[src/rtl/xbs_pkg.sv]
package xbs_pkg;
  typedef enum logic [1:0] {
    SP_PROG = 2'd0,
    SP_DATA = 2'd1,
    SP_BOOT = 2'd2,
    SP_IO   = 2'd3
  } space_e;
endpackage

[src/rtl/xbs_cfg_regs.sv]
module xbs_cfg_regs #(
  parameter int NREG = 4,
  parameter int WS_W = 3,
  parameter int NSEL = 4,
  parameter int CA_W = 3,
  parameter int DW   = 4
) (
  input  logic                 clk,
  input  logic                 rst,
  input  logic                 cfg_we,
  input  logic [CA_W-1:0]      cfg_addr,
  input  logic [DW-1:0]        cfg_wdata,
  output logic [NREG*WS_W-1:0] wait_flat,
  output logic [NSEL-1:0]      sel_mask
);
  for (genvar g = 0; g < NREG; g++) begin : g_wait
    logic [WS_W-1:0] wreg_q;
    always_ff @(posedge clk) begin
      if (rst)
        wreg_q <= '1;
      else if (cfg_we && cfg_addr == CA_W'(g))
        wreg_q <= cfg_wdata[WS_W-1:0];
    end
    assign wait_flat[g*WS_W +: WS_W] = wreg_q;
  end

  always_ff @(posedge clk) begin
    if (rst)
      sel_mask <= '1;
    else if (cfg_we && cfg_addr == CA_W'(NREG))
      sel_mask <= cfg_wdata[NSEL-1:0];
  end

  // a write to an index above the mask leaves the mask untouched
  p_hi_index_ignored_r11: assert property (@(posedge clk) disable iff (rst)
    (cfg_we && cfg_addr > CA_W'(NREG)) |=> $stable(sel_mask));
endmodule

[src/rtl/xbs_access_fsm.sv]
module xbs_access_fsm #(
  parameter int NREG   = 4,
  parameter int WS_W   = 3,
  parameter int RSEL_W = 2
) (
  input  logic                 clk,
  input  logic                 rst,
  input  logic                 req_valid,
  input  logic                 is_io,
  input  logic [RSEL_W-1:0]    region,
  input  logic [NREG*WS_W-1:0] wait_flat,
  input  logic                 bus_yield,
  output logic                 accept,
  output logic                 active_nx,
  output logic                 ready_q
);
  logic            busy_q, busy_d, done;
  logic [WS_W-1:0] cnt_q, cnt_d, wait_sel;

  assign wait_sel = wait_flat[region*WS_W +: WS_W];
  assign accept   = req_valid && !busy_q && !ready_q && !bus_yield;

  always_comb begin
    busy_d = busy_q;
    cnt_d  = cnt_q;
    done   = 1'b0;
    if (accept) begin
      busy_d = 1'b1;
      cnt_d  = is_io ? wait_sel : '0;
    end else if (busy_q && !bus_yield) begin
      if (cnt_q == '0) begin
        busy_d = 1'b0;
        done   = 1'b1;
      end else begin
        cnt_d = cnt_q - 1'b1;
      end
    end
  end

  assign active_nx = busy_d && !bus_yield;

  always_ff @(posedge clk) begin
    if (rst) begin
      busy_q  <= 1'b0;
      cnt_q   <= '0;
      ready_q <= 1'b0;
    end else begin
      busy_q  <= busy_d;
      cnt_q   <= cnt_d;
      ready_q <= done;
    end
  end

  p_ready_single_r7: assert property (@(posedge clk) disable iff (rst)
    ready_q |=> !ready_q);
  p_yield_freezes_r10: assert property (@(posedge clk) disable iff (rst)
    (busy_q && bus_yield) |=> (busy_q && cnt_q == $past(cnt_q)));
  p_no_take_on_ready_r9: assert property (@(posedge clk) disable iff (rst)
    ready_q |=> !busy_q);
endmodule

[src/rtl/xbs_strobe_gen.sv]
module xbs_strobe_gen #(
  parameter int EXT_AW = 14,
  parameter int IO_AW  = 11,
  parameter int NSEL   = 4,
  parameter int SP_W   = 2
) (
  input  logic              clk,
  input  logic              rst,
  input  logic              accept,
  input  logic [SP_W-1:0]   space,
  input  logic              write,
  input  logic [EXT_AW-1:0] addr,
  input  logic              active_nx,
  input  logic [NSEL-1:0]   sel_mask,
  input  logic              bus_yield,
  output logic [NSEL-1:0]   sel_n_q,
  output logic              comp_n_q,
  output logic              rd_n_q,
  output logic              wr_n_q,
  output logic [EXT_AW-1:0] ext_addr_q
);
  localparam int HI_W = EXT_AW - IO_AW;

  logic [SP_W-1:0] space_q, sp_nx;
  logic            wr_q, wr_nx, io_req;
  logic [NSEL-1:0] sel_on;

  assign sp_nx  = accept ? space : space_q;
  assign wr_nx  = accept ? write : wr_q;
  assign io_req = (xbs_pkg::space_e'(space) == xbs_pkg::SP_IO);

  for (genvar g = 0; g < NSEL; g++) begin : g_sel
    assign sel_on[g] = active_nx && (sp_nx == SP_W'(g));
  end

  always_ff @(posedge clk) begin
    if (rst) begin
      space_q    <= '0;
      wr_q       <= 1'b0;
      sel_n_q    <= '1;
      comp_n_q   <= 1'b1;
      rd_n_q     <= 1'b1;
      wr_n_q     <= 1'b1;
      ext_addr_q <= '0;
    end else begin
      space_q  <= sp_nx;
      wr_q     <= wr_nx;
      sel_n_q  <= ~sel_on;
      comp_n_q <= ~|(sel_on & sel_mask);
      rd_n_q   <= !(active_nx && !wr_nx);
      wr_n_q   <= !(active_nx && wr_nx);
      if (accept)
        ext_addr_q <= io_req ? {{HI_W{1'b0}}, addr[IO_AW-1:0]} : addr;
    end
  end

  p_one_select_r5: assert property (@(posedge clk) disable iff (rst)
    $countones(~sel_n_q) <= 1);
  p_strobe_with_select_r5: assert property (@(posedge clk) disable iff (rst)
    (rd_n_q && wr_n_q) == (&sel_n_q));
  p_comp_follows_mask_r8: assert property (@(posedge clk) disable iff (rst)
    comp_n_q == !(|(~sel_n_q & $past(sel_mask))));
  p_yield_blanks_r10: assert property (@(posedge clk) disable iff (rst)
    bus_yield |=> (&sel_n_q && comp_n_q));
  p_io_upper_zero_r6: assert property (@(posedge clk) disable iff (rst)
    !sel_n_q[NSEL-1] |-> (ext_addr_q[EXT_AW-1:IO_AW] == '0));
endmodule

[src/rtl/xbs_strobe_ctl.sv]
module xbs_strobe_ctl #(
  parameter int EXT_AW = 14,
  parameter int IO_AW  = 11,
  parameter int NREG   = 4,
  parameter int WS_W   = 3,
  parameter int NSEL   = 4
) (
  input  logic              clk,
  input  logic              rst,
  input  logic              req_valid,
  input  logic [1:0]        req_space,
  input  logic [EXT_AW-1:0] req_addr,
  input  logic              req_write,
  output logic              req_ready,
  input  logic              bus_yield,
  input  logic              cfg_we,
  input  logic [2:0]        cfg_addr,
  input  logic [3:0]        cfg_wdata,
  output logic [EXT_AW-1:0] ext_addr,
  output logic              prog_sel_n,
  output logic              data_sel_n,
  output logic              boot_sel_n,
  output logic              io_sel_n,
  output logic              comp_sel_n,
  output logic              rd_n,
  output logic              wr_n
);
  localparam int RSEL_W = $clog2(NREG);
  localparam int CA_W   = 3;
  localparam int DW     = 4;
  localparam int SP_W   = 2;

  xbs_pkg::space_e       req_sp;
  logic [NREG*WS_W-1:0]  wait_flat;
  logic [NSEL-1:0]       sel_mask, sel_n;
  logic                  accept, active_nx, ready_q;

  assign req_sp = xbs_pkg::space_e'(req_space);

  xbs_cfg_regs #(.NREG(NREG), .WS_W(WS_W), .NSEL(NSEL), .CA_W(CA_W), .DW(DW)) u_cfg (
    .clk(clk), .rst(rst), .cfg_we(cfg_we), .cfg_addr(cfg_addr),
    .cfg_wdata(cfg_wdata), .wait_flat(wait_flat), .sel_mask(sel_mask)
  );

  xbs_access_fsm #(.NREG(NREG), .WS_W(WS_W), .RSEL_W(RSEL_W)) u_fsm (
    .clk(clk), .rst(rst), .req_valid(req_valid),
    .is_io(req_sp == xbs_pkg::SP_IO),
    .region(req_addr[IO_AW-1 -: RSEL_W]), .wait_flat(wait_flat),
    .bus_yield(bus_yield), .accept(accept), .active_nx(active_nx),
    .ready_q(ready_q)
  );

  xbs_strobe_gen #(.EXT_AW(EXT_AW), .IO_AW(IO_AW), .NSEL(NSEL), .SP_W(SP_W)) u_stb (
    .clk(clk), .rst(rst), .accept(accept), .space(req_space),
    .write(req_write), .addr(req_addr), .active_nx(active_nx),
    .sel_mask(sel_mask), .bus_yield(bus_yield), .sel_n_q(sel_n),
    .comp_n_q(comp_sel_n), .rd_n_q(rd_n), .wr_n_q(wr_n),
    .ext_addr_q(ext_addr)
  );

  assign req_ready  = ready_q;
  assign prog_sel_n = sel_n[0];
  assign data_sel_n = sel_n[1];
  assign boot_sel_n = sel_n[2];
  assign io_sel_n   = sel_n[3];

  p_ready_idle_r7: assert property (@(posedge clk) disable iff (rst)
    req_ready |-> (&sel_n && comp_sel_n && rd_n && wr_n));
  p_gap_after_ready_r9: assert property (@(posedge clk) disable iff (rst)
    req_ready |=> (&sel_n && comp_sel_n));
endmodule

[config.mk]
export PLATFORM = sky130hd
export DESIGN_NAME = xbs_strobe_ctl
export DESIGN_NICKNAME = d
export VERILOG_FILES = /design/src/rtl/xbs_pkg.sv /design/src/rtl/xbs_cfg_regs.sv /design/src/rtl/xbs_access_fsm.sv /design/src/rtl/xbs_strobe_gen.sv /design/src/rtl/xbs_strobe_ctl.sv
export SDC_FILE = /design/constraint.sdc
export NUM_CORES = 1
export LEC_CHECK = 0
export BUFFER_PORTS_ARGS = -buffer_cell sky130_fd_sc_hd__buf_2
export CAP_MARGIN = 30
export CORE_MARGIN = 1
export CORE_UTILIZATION = 55
export DETAILED_ROUTE_END_ITERATION = 10
export HOLD_SLACK_MARGIN = 0.05
export PLACE_DENSITY_LB_ADDON = 0.08
export SLEW_MARGIN = 5
export SYNTH_ARGS = -nofsm -noshare
export SYNTH_HDL_FRONTEND = slang
export SYNTH_HIERARCHICAL = 1
export SYNTH_SLANG_ARGS = --single-unit
[constraint.sdc]
create_clock -name clk -period 3.3 [get_ports clk]
set_input_delay 0.165 -clock clk [delete_from_list [all_inputs] [get_ports clk]]
set_output_delay 0.165 -clock clk [all_outputs]
set_load 0.05 [all_outputs]
==> results of run 1 <==
==> layer usage <==
metal | vias up | part of all wire, %
li1 | 712 | -
met1 | 655 | 42
met2 | 30 | 53
met3 | 4 | 4.1
met4 | 0 | 1.1
met5 | - | 0
==> path summary, 6_finish.rpt <==
path                              from                    to  slack, ns
setup / recovery          u_fsm/busy_q        u_stb/comp_n_q       1.21
hold / removal             req_addr[0]   u_stb/ext_addr_q[0]       0.06
setup reg to reg          u_fsm/busy_q        u_stb/comp_n_q       1.21
hold reg to reg   u_stb/ext_addr_q[13]  u_stb/ext_addr_q[13]       0.48
==> layout make-up <==
| cell class | instances | area (sq um) |
|---|---|---|
| Inverter | 4 | 15.0 |
| Multi-Input combinational cell | 115 | 866 |
| Clock inverter | 2 | 15.0 |
| Sequential cell | 45 | 901 |
| Timing Repair Buffer | 57 | 313 |
| Clock buffer | 6 | 41.3 |
| Fill cell | 259 | 897 |
| Tap cell | 44 | 55.1 |
==> logic make-up after synthesis <==
logic type | count (synthesis) | share of synthesized area, %
AND/OR/NAND/NOR | 66 | 18.9
flip-flops | 45 | 49.6
multiplexers | 34 | 22.5
AO/OA/AOI/OAI | 13 | 4.82
buffers and inverters | 11 | 2.82
adder cells (fa/ha/maj) | 2 | 1.38
==> state kept, by name, indices dropped and copies added, names as in the netlist <==
| name | flops |
|---|---|
| u_fsm/cnt_q | 3 |
| u_fsm/ready_q | 1 |
| u_stb/ext_addr_q | 14 |
| u_stb/sel_n_q | 4 |
| u_stb/comp_n_q | 1 |
| u_stb/rd_n_q | 1 |
| u_fsm/busy_q | 1 |
| u_stb/wr_n_q | 1 |
| u_cfg/sel_mask | 4 |
| u_cfg/g_wait.wreg_q | 12 |
| u_stb/space_q | 2 |
| u_stb/wr_q | 1 |
==> cells in the mapped netlist, drive strengths merged (3+ instances only) <==
cell and number:
clkbuf 5, nand2 6, dfxtp 45, nand3 3, mux4 4, nor2 36
mux2i 30, inv 4, a21oi 6, nand2b 7
==> critical path, cell delays in order (launching register included) <==
cell     delay (ns)
dfxtp_1        0.36
nor3b_2        0.32
and2b_1        0.22
buf_4          0.30
mux2i_2        0.40
mux4_2         0.35
nand2_1        0.08
==> repair_timing <==
| item | in CTS | in global routing |
|---|---|---|
| setup buffers | 0 | 0 |
| hold endpoints to repair | 3 | 2 |
| hold buffers | 3 | 2 |
==> per-stage QoR <==
step,cells,hold slack (ns),worst slack [ns]
final,273,0.0640,1.21
after CTS,271,0.0501,1.24
after detailed placement,260,0.409,1.29
after global routing,273,0.0512,1.08
after global placement,259,0.397,1.34
after floorplan,171,0.237,1.26
==> power by group <==
part	switching (W)	internal [W]	total (W)
Sequential	0.00000869	0.000564	0.000573
Clock	0.000165	0.0000834	0.000249
Combinational	0.000101	0.0000608	0.000162
==> flow_summary.toml, run 1 <==
[place]
io_buffers = 50
hpwl_um = 2530
placed_area_sq_mm = 0.00210
gp_congestion = 0.784

[floorplanning]
die_y_um = 59.5
core_sq_mm = 0.00310
die_w_um = 59.5
die_area_sq_mm = 0.00354
io_pins = 51
rows = 20
start_util_pct = 58.6

[synth]
syn_area_sq_mm = 0.00182
synthCells = 171
synth_top_area_share_pct = 49.6
synth_cell_types = 32
synth_area_leader_cell = "dfxtp_1"
synth_top_flop_cell = "dfxtp_1"
syn_nets = 202
synth-async-reset-ratio_pct = 0
yosysWarningCount = 6
synth_edf_count = 0
synthTopCellsByArea = "dfxtp_1, mux2i_1, nor2_1"
seq_area_frac_synth_pct = 49.6
avgSynthCellArea_sq_um = 10.6
synth_seq_cells = 45

[final_layout]
antenna_cells = 0
final_common_cell = "buf_2"
final_cell_area_sq_mm = 0.00221
layout_common_cells = "buf_2, dfxtp_1, nor2_1, mux2i_1, nand2b_1"
drive_gt1_share_pct = 28.4
syn2layout_area_growth_pct = 21.3
final_core_util_pct = 71.1
nNetsFinal = 259

[grt]
busiest_layer = "met2"
met1_usage_pct = 24.7
grt_pass1_vias = 1302
grt_use_met2_pct = 37.6
grt.total_usage_pct = 21.3
grt_overflow = 0
grt_max_degree = 46
use_met3_pct = 5.02
antenna_found_initial = 0
grt_first_pass_wirelength_um = 5570

[clock_network]
cts-root-buf = "clkbuf_4"
clkLatencyLatePin_ns = 0.33
ctsResizeCount = 0
path_clk_slew_ns = 0.13
clockBufferDepth = 2
cts-htree-levels = 2
cts_tree = "done"
cts_buffers = 5
cts.sinks = 45

[route]
drtPass1Iterations = 4
route.detailed.drc = 0
drt_iter0_drc = 46
post_drt_via_cell_ratio = 5.13
ant_nets = 0
wl_per_cell_um = 12.4
drt_wl_total_um = 3400
vias = 1401

[sta]
skew_ns = 0.00865
max_slew_margin_pct = 50.4
finalSetupTns_ns = 0
setup_viol = 0
drv_slew = 0
fmax_mhz = 479
finalHoldViolCount = 0
period_minus_slack_ns = 2.09
worst_pin_slew_ns = 0.744
finalCritPeriodShare_pct = 63.2
rsz0062_at_grt = "no"

[worst_setup_path]
end_kind = "flop"
worstPathRequired_ns = 3.59
cp.arrival_ns = 2.37
start_kind = "flop"
path_class = "reg -> reg"
r2r_cells = 6
path_max_fanout = 21

[min_path]
min_path_type = "in -> reg"
hold_depth = 3

[flow_run]
cap_violations = 0

[power_and_ir_drop]
total_leakage_power_nw = 0.946
powerDensity_mw_per_mm2 = 446
ir_drop_mv = 0.340
fin_total_pwr_w = 0.000983

[status]
status = "finished, final reports clean"
(Power assumes the default switching activity.)
==> run 2, diff against run 1 <==
Settings changed: CORE_UTILIZATION 55 to 51.
Clock period 3.3 ns to 2 ns, I/O delays scaled along.
==> run 2 against run 1 <==
Against the previous run:
- worst hold slack improved by 0.0057 ns
- largest power group unchanged
- worst setup slack worse by 1.1 ns
- utilization fell by 1.2 points
- maximum frequency grew 13%
- clock-buffer cell count down 1
- critical endpoint is now u_stb/sel_n_q[2]
==> flow_summary.toml, run 2 (synthesis gave the netlist of run 1 again) <==
[grt]
grt.total_usage_pct = 21.5
grt_pass1_vias = 1372
grt_max_degree = 46
grt_use_met2_pct = 37.9
met1_usage_pct = 25.1
use_met3_pct = 5.59
grt_overflow = 0
busiest_layer = "met2"
grt_first_pass_wirelength_um = 5970
antenna_found_initial = 0

[sta]
worst_pin_slew_ns = 0.778
finalCritPeriodShare_pct = 92.1
rsz0062_at_grt = "no"
skew_ns = 0.00747
max_slew_margin_pct = 48.1
drv_slew = 0
whs_ns = 0.0697
period_minus_slack_ns = 1.84
setup_viol = 0
fmax_mhz = 543
finalHoldViolCount = 0
finalSetupTns_ns = 0

[route]
route.detailed.drc = 0
vias = 1445
ant_nets = 0
wl_per_cell_um = 12.9
drtPass1Iterations = 4
post_drt_via_cell_ratio = 5.03
drt_iter0_drc = 66
drt_wl_total_um = 3710

[power_and_ir_drop]
total_leakage_power_nw = 1.02
powerDensity_mw_per_mm2 = 749
clkPwrFrac_pct = 29.9
fin_total_pwr_w = 0.00176
pwr-share-comb_pct = 16.4
seqPwrFrac_pct = 53.7
p_sw_w = 0.000457
power.internal_w = 0.00130
ir_drop_mv = 0.505
switching_share_pct = 26.0

[worst_setup_path]
path_max_fanout = 4
cp_slowest_stage_delay_ns = 0.37
cp_top_family = "simple AND/OR/NAND/NOR gates"
path_cells = "inv_1 -> ha_1 -> ha_1 -> nor2b_1 -> o21bai_1 -> inv_1 -> nor2b_1 -> and2_2 -> nand2b_1"
cp.arrival_ns = 2.10
path_buf_inv = 2
worstPathRequired_ns = 2.25
crit_path_top_delay_cell = "dfxtp_1"
path_class = "reg -> reg"
start_kind = "flop"
end_kind = "flop"

[status]
status = "finished, final reports clean"

[clock_network]
post_cts_buffers = 0
cts_hold_buf = 15
cts-htree-levels = 2
clkLatencyLatePin_ns = 0.35
path_clk_slew_ns = 0.12
cts.sinks = 45
cts-root-buf = "clkbuf_4"
ctsResizeCount = 0
cts_tree = "done"
clockBufferDepth = 2
cts_buffers = 5

[final_layout]
drive_gt1_share_pct = 28.6
stdcell_count = 287
largest_reg_flops = 14
final_core_util_pct = 69.9
antenna_cells = 0
syn2layout_area_growth_pct = 29.3
reg.largest.list = "u_stb/ext_addr_q (14), u_cfg/g_wait.wreg_q (12)"
final_common_cell = "buf_2"
layout_common_cells = "buf_2, dfxtp_1, nor2_1, mux2i_1, dlygate4sd3_1"
largest-register = "u_stb/ext_addr_q"
nNetsFinal = 272

[place]
io_buffers = 50
gp_congestion = 0.800
dp.cells = 265
hpwl_um = 2550

[floorplanning]
die_y_um = 61.7
die_area_sq_mm = 0.00381
die_w_um = 61.7
rows = 21
io_pins = 51
start_util_pct = 54.1
core_sq_mm = 0.00336

[min_path]
min_path_type = "in -> reg"

[flow_run]
cap_violations = 0
run 2: power by group through the flow:
stage          Combinational, W  Clock, W  Sequential (W)
2_1_floorplan          0.000118         0         0.00103
3_3_place_gp           0.000258         0        0.000964
3_5_place_dp           0.000266         0        0.000966
4_1_cts                0.000290  0.000535        0.000945
5_1_grt                0.000317  0.000580        0.000950
6_report               0.000289  0.000526        0.000945
run 2: per-stage QoR:
step           instance area, sq um  setup slack [ns]
5_1_grt                        2350           0.00869
2_1_floorplan                  1820            0.0920
3_5_place_dp                   2130             0.169
4_1_cts                        2350             0.146
6_report                       2350             0.157
3_3_place_gp                   2130             0.256
run 2: area by class of cell:
| cell class | instances | area (sq um) |
|---|---|---|
| clock buffers | 5 | 37.5 |
| clock inverters | 2 | 35.0 |
| fillers | 293 | 1010 |
| inverters | 4 | 15.0 |
| multi-input cells | 115 | 866 |
| flip-flops and latches | 45 | 902 |
| well taps | 46 | 57.6 |
| repair buffers | 70 | 438 |
run 2: per-layer routing:
metal | vias up | share of wire [%]
met5 | - | 0
met4 | 0 | 1.5
met3 | 8 | 3.6
met2 | 28 | 51
met1 | 678 | 44
li1 | 731 | -
run 2: worst min-delay path: stages:
cell and delay (ns):
buf_2 0.07, nor2_1 0.08, mux2i_1 0.13
run 2: path summary, 6_finish.rpt:
path	from	end	slack, ns	depth (start not counted)
setup / recovery	u_fsm/cnt_q[0]	u_stb/sel_n_q[2]	0.16	9
hold / removal	cfg_wdata[1]	u_cfg/g_wait[2].wreg_q[1]	0.07	3
setup reg to reg	u_fsm/cnt_q[0]	u_stb/sel_n_q[2]	0.16	9
hold reg to reg	u_fsm/busy_q	u_fsm/ready_q	0.48	2
==> run 3, diff against run 2 <==
Settings changed: CAP_MARGIN 30 to 5, CORE_UTILIZATION 51 to 55.
Clock period 2 ns to 2.3 ns, I/O delays scaled along.
==> run 3 against run 2 <==
Against the previous run:
- via count barely moved
- sequential power fell by 13%
- clock skew fell by 0.0030 ns
- critical path depth did not move
- critical path type unchanged
- critical endpoint is now u_stb/sel_n_q[0]
- largest cell class unchanged
==> flow_summary.toml, run 3 (synthesis gave the netlist of run 1 again) <==
[status]
status = "finished, final reports clean"

[floorplanning]
core_sq_mm = 0.00310
die_w_um = 59.5
rows = 20
io_pins = 51
die_y_um = 59.5
die_area_sq_mm = 0.00354
start_util_pct = 58.6

[sta]
finalSetupTns_ns = 0
period_minus_slack_ns = 1.92
finalHoldViolCount = 0
fmax_mhz = 522
skew_ns = 0.00448
rsz0062_at_grt = "no"
worst_pin_slew_ns = 0.728
setup_viol = 0
drv_slew = 0
setup_ws_ns = 0.385
finalCritPeriodShare_pct = 83.3
max_slew_margin_pct = 51.5

[final_layout]
drive_gt1_share_pct = 26.8
ff_latch_area_sq_um = 901
multi_input_comb_area_sq_um = 866
final_common_cell = "buf_2"
reg.largest.list = "u_stb/ext_addr_q (14), u_cfg/g_wait.wreg_q (12)"
fillers = 229
syn2layout_area_growth_pct = 26.4
largest_reg_flops = 14
largest-register = "u_stb/ext_addr_q"
layout_common_cells = "buf_2, dfxtp_1, nor2_1, mux2i_1, dlygate4sd3_1"
final_cell_area_sq_mm = 0.00230
antenna_cells = 0
nNetsFinal = 269

[route]
wl_met1_um = 1530
drtPass1Iterations = 4
wl_met2_um = 1990
top_layer_used = "met4"
wl_per_cell_um = 13.0
met3_wirelength_um = 116
post_drt_via_cell_ratio = 5.11
drt_iter0_drc = 80
route.detailed.drc = 0
drt_wl_total_um = 3690
vias = 1446
ant_nets = 0

[clock_network]
cts.sinks = 45
cts-htree-levels = 2
clockBufferDepth = 2
cts_tree = "done"
cts_buffers = 5
cts-root-buf = "clkbuf_4"
path_clk_slew_ns = 0.12
clkLatencyLatePin_ns = 0.34
post_cts_buffers = 0

[place]
hpwl_um = 2610
io_buffers = 50
gp_congestion = 0.846
placed_area_sq_mm = 0.00211
pre_cts_ws_ns = 0.394

[flow_run]
cap_violations = 0

[worst_setup_path]
end_kind = "flop"
crit_path_top_delay_cell = "dfxtp_1"
cp.arrival_ns = 2.14
start_kind = "flop"
cp_slowest_stage_delay_ns = 0.38
path_cells = "inv_1 -> ha_1 -> ha_1 -> nor2b_1 -> o21bai_1 -> inv_1 -> nor2b_1 -> and2_2 -> nand2_1"
path_buf_inv = 2
worstPathRequired_ns = 2.53
path_max_fanout = 4
r2r_slack_ns = 0.38
path_class = "reg -> reg"
cp_top_family = "simple AND/OR/NAND/NOR gates"

[power_and_ir_drop]
powerDensity_mw_per_mm2 = 615
ir_drop_mv = 0.345
total_leakage_power_nw = 0.990
fin_total_pwr_w = 0.00141

[grt]
grt_overflow = 0
grt_max_degree = 46
grt_pass1_vias = 1363
antenna_found_initial = 0
grt.total_usage_pct = 22.7
grt_first_pass_wirelength_um = 5930

[min_path]
min_path_type = "in -> reg"
[run 3: power breakdown]
group / switching [W] / total, W / internal, W
logic: 0.000148 / 0.000247 / 0.0000989
registers: 0.0000137 / 0.000823 / 0.000809
clock network: 0.000221 / 0.000344 / 0.000122
[run 3: worst register-to-register path, cell delays in order, from the launching register on]
cell and delay, ns:
dfxtp_1 0.38, inv_1 0.06, ha_1 0.19, ha_1 0.21, nor2b_1 0.25, o21bai_1 0.16, inv_1 0.09, nor2b_1 0.24
and2_2 0.20, nand2_1 0.05
[run 3: metrics by stage]
stage	hold slack [ns]	instances	util, %
finish	0.0708	283	74.1
global route	0.0819	283	74.1
CTS	0.0512	282	73.8
detailed placement	0.363	261	68.0
global placement	0.349	261	68.0
floorplan	0.187	171	-
[run 3: worst paths after layout]
check	startpoint	to	depth (start not counted)
max	u_fsm/cnt_q[0]	u_stb/sel_n_q[0]	9
max reg2reg	u_fsm/cnt_q[0]	u_stb/sel_n_q[0]	9
min reg2reg	u_fsm/cnt_q[2]	u_fsm/cnt_q[2]	2
min	req_write	u_stb/rd_n_q	3
[run 3: per-layer routing]
metal	vias up	global-route usage, %
met5	-	0
met4	0	9.63
met3	6	4.80
met2	35	41.1
met1	678	25.8
li1	727	-
[run 3: layout make-up]
type | instances | share of cell area [%]
clock buffers | 8 | 2.12
inverters | 4 | 0.653
multi-input cells | 115 | 37.7
flip-flops and latches | 45 | 39.2
well taps | 44 | 2.40
repair buffers | 67 | 18.0
[run 3: repair_timing]
action	CTS	global route
gates resized for setup	0	0
hold buffers	13	1
hold endpoints to repair	13	1
setup endpoints to repair	0	0
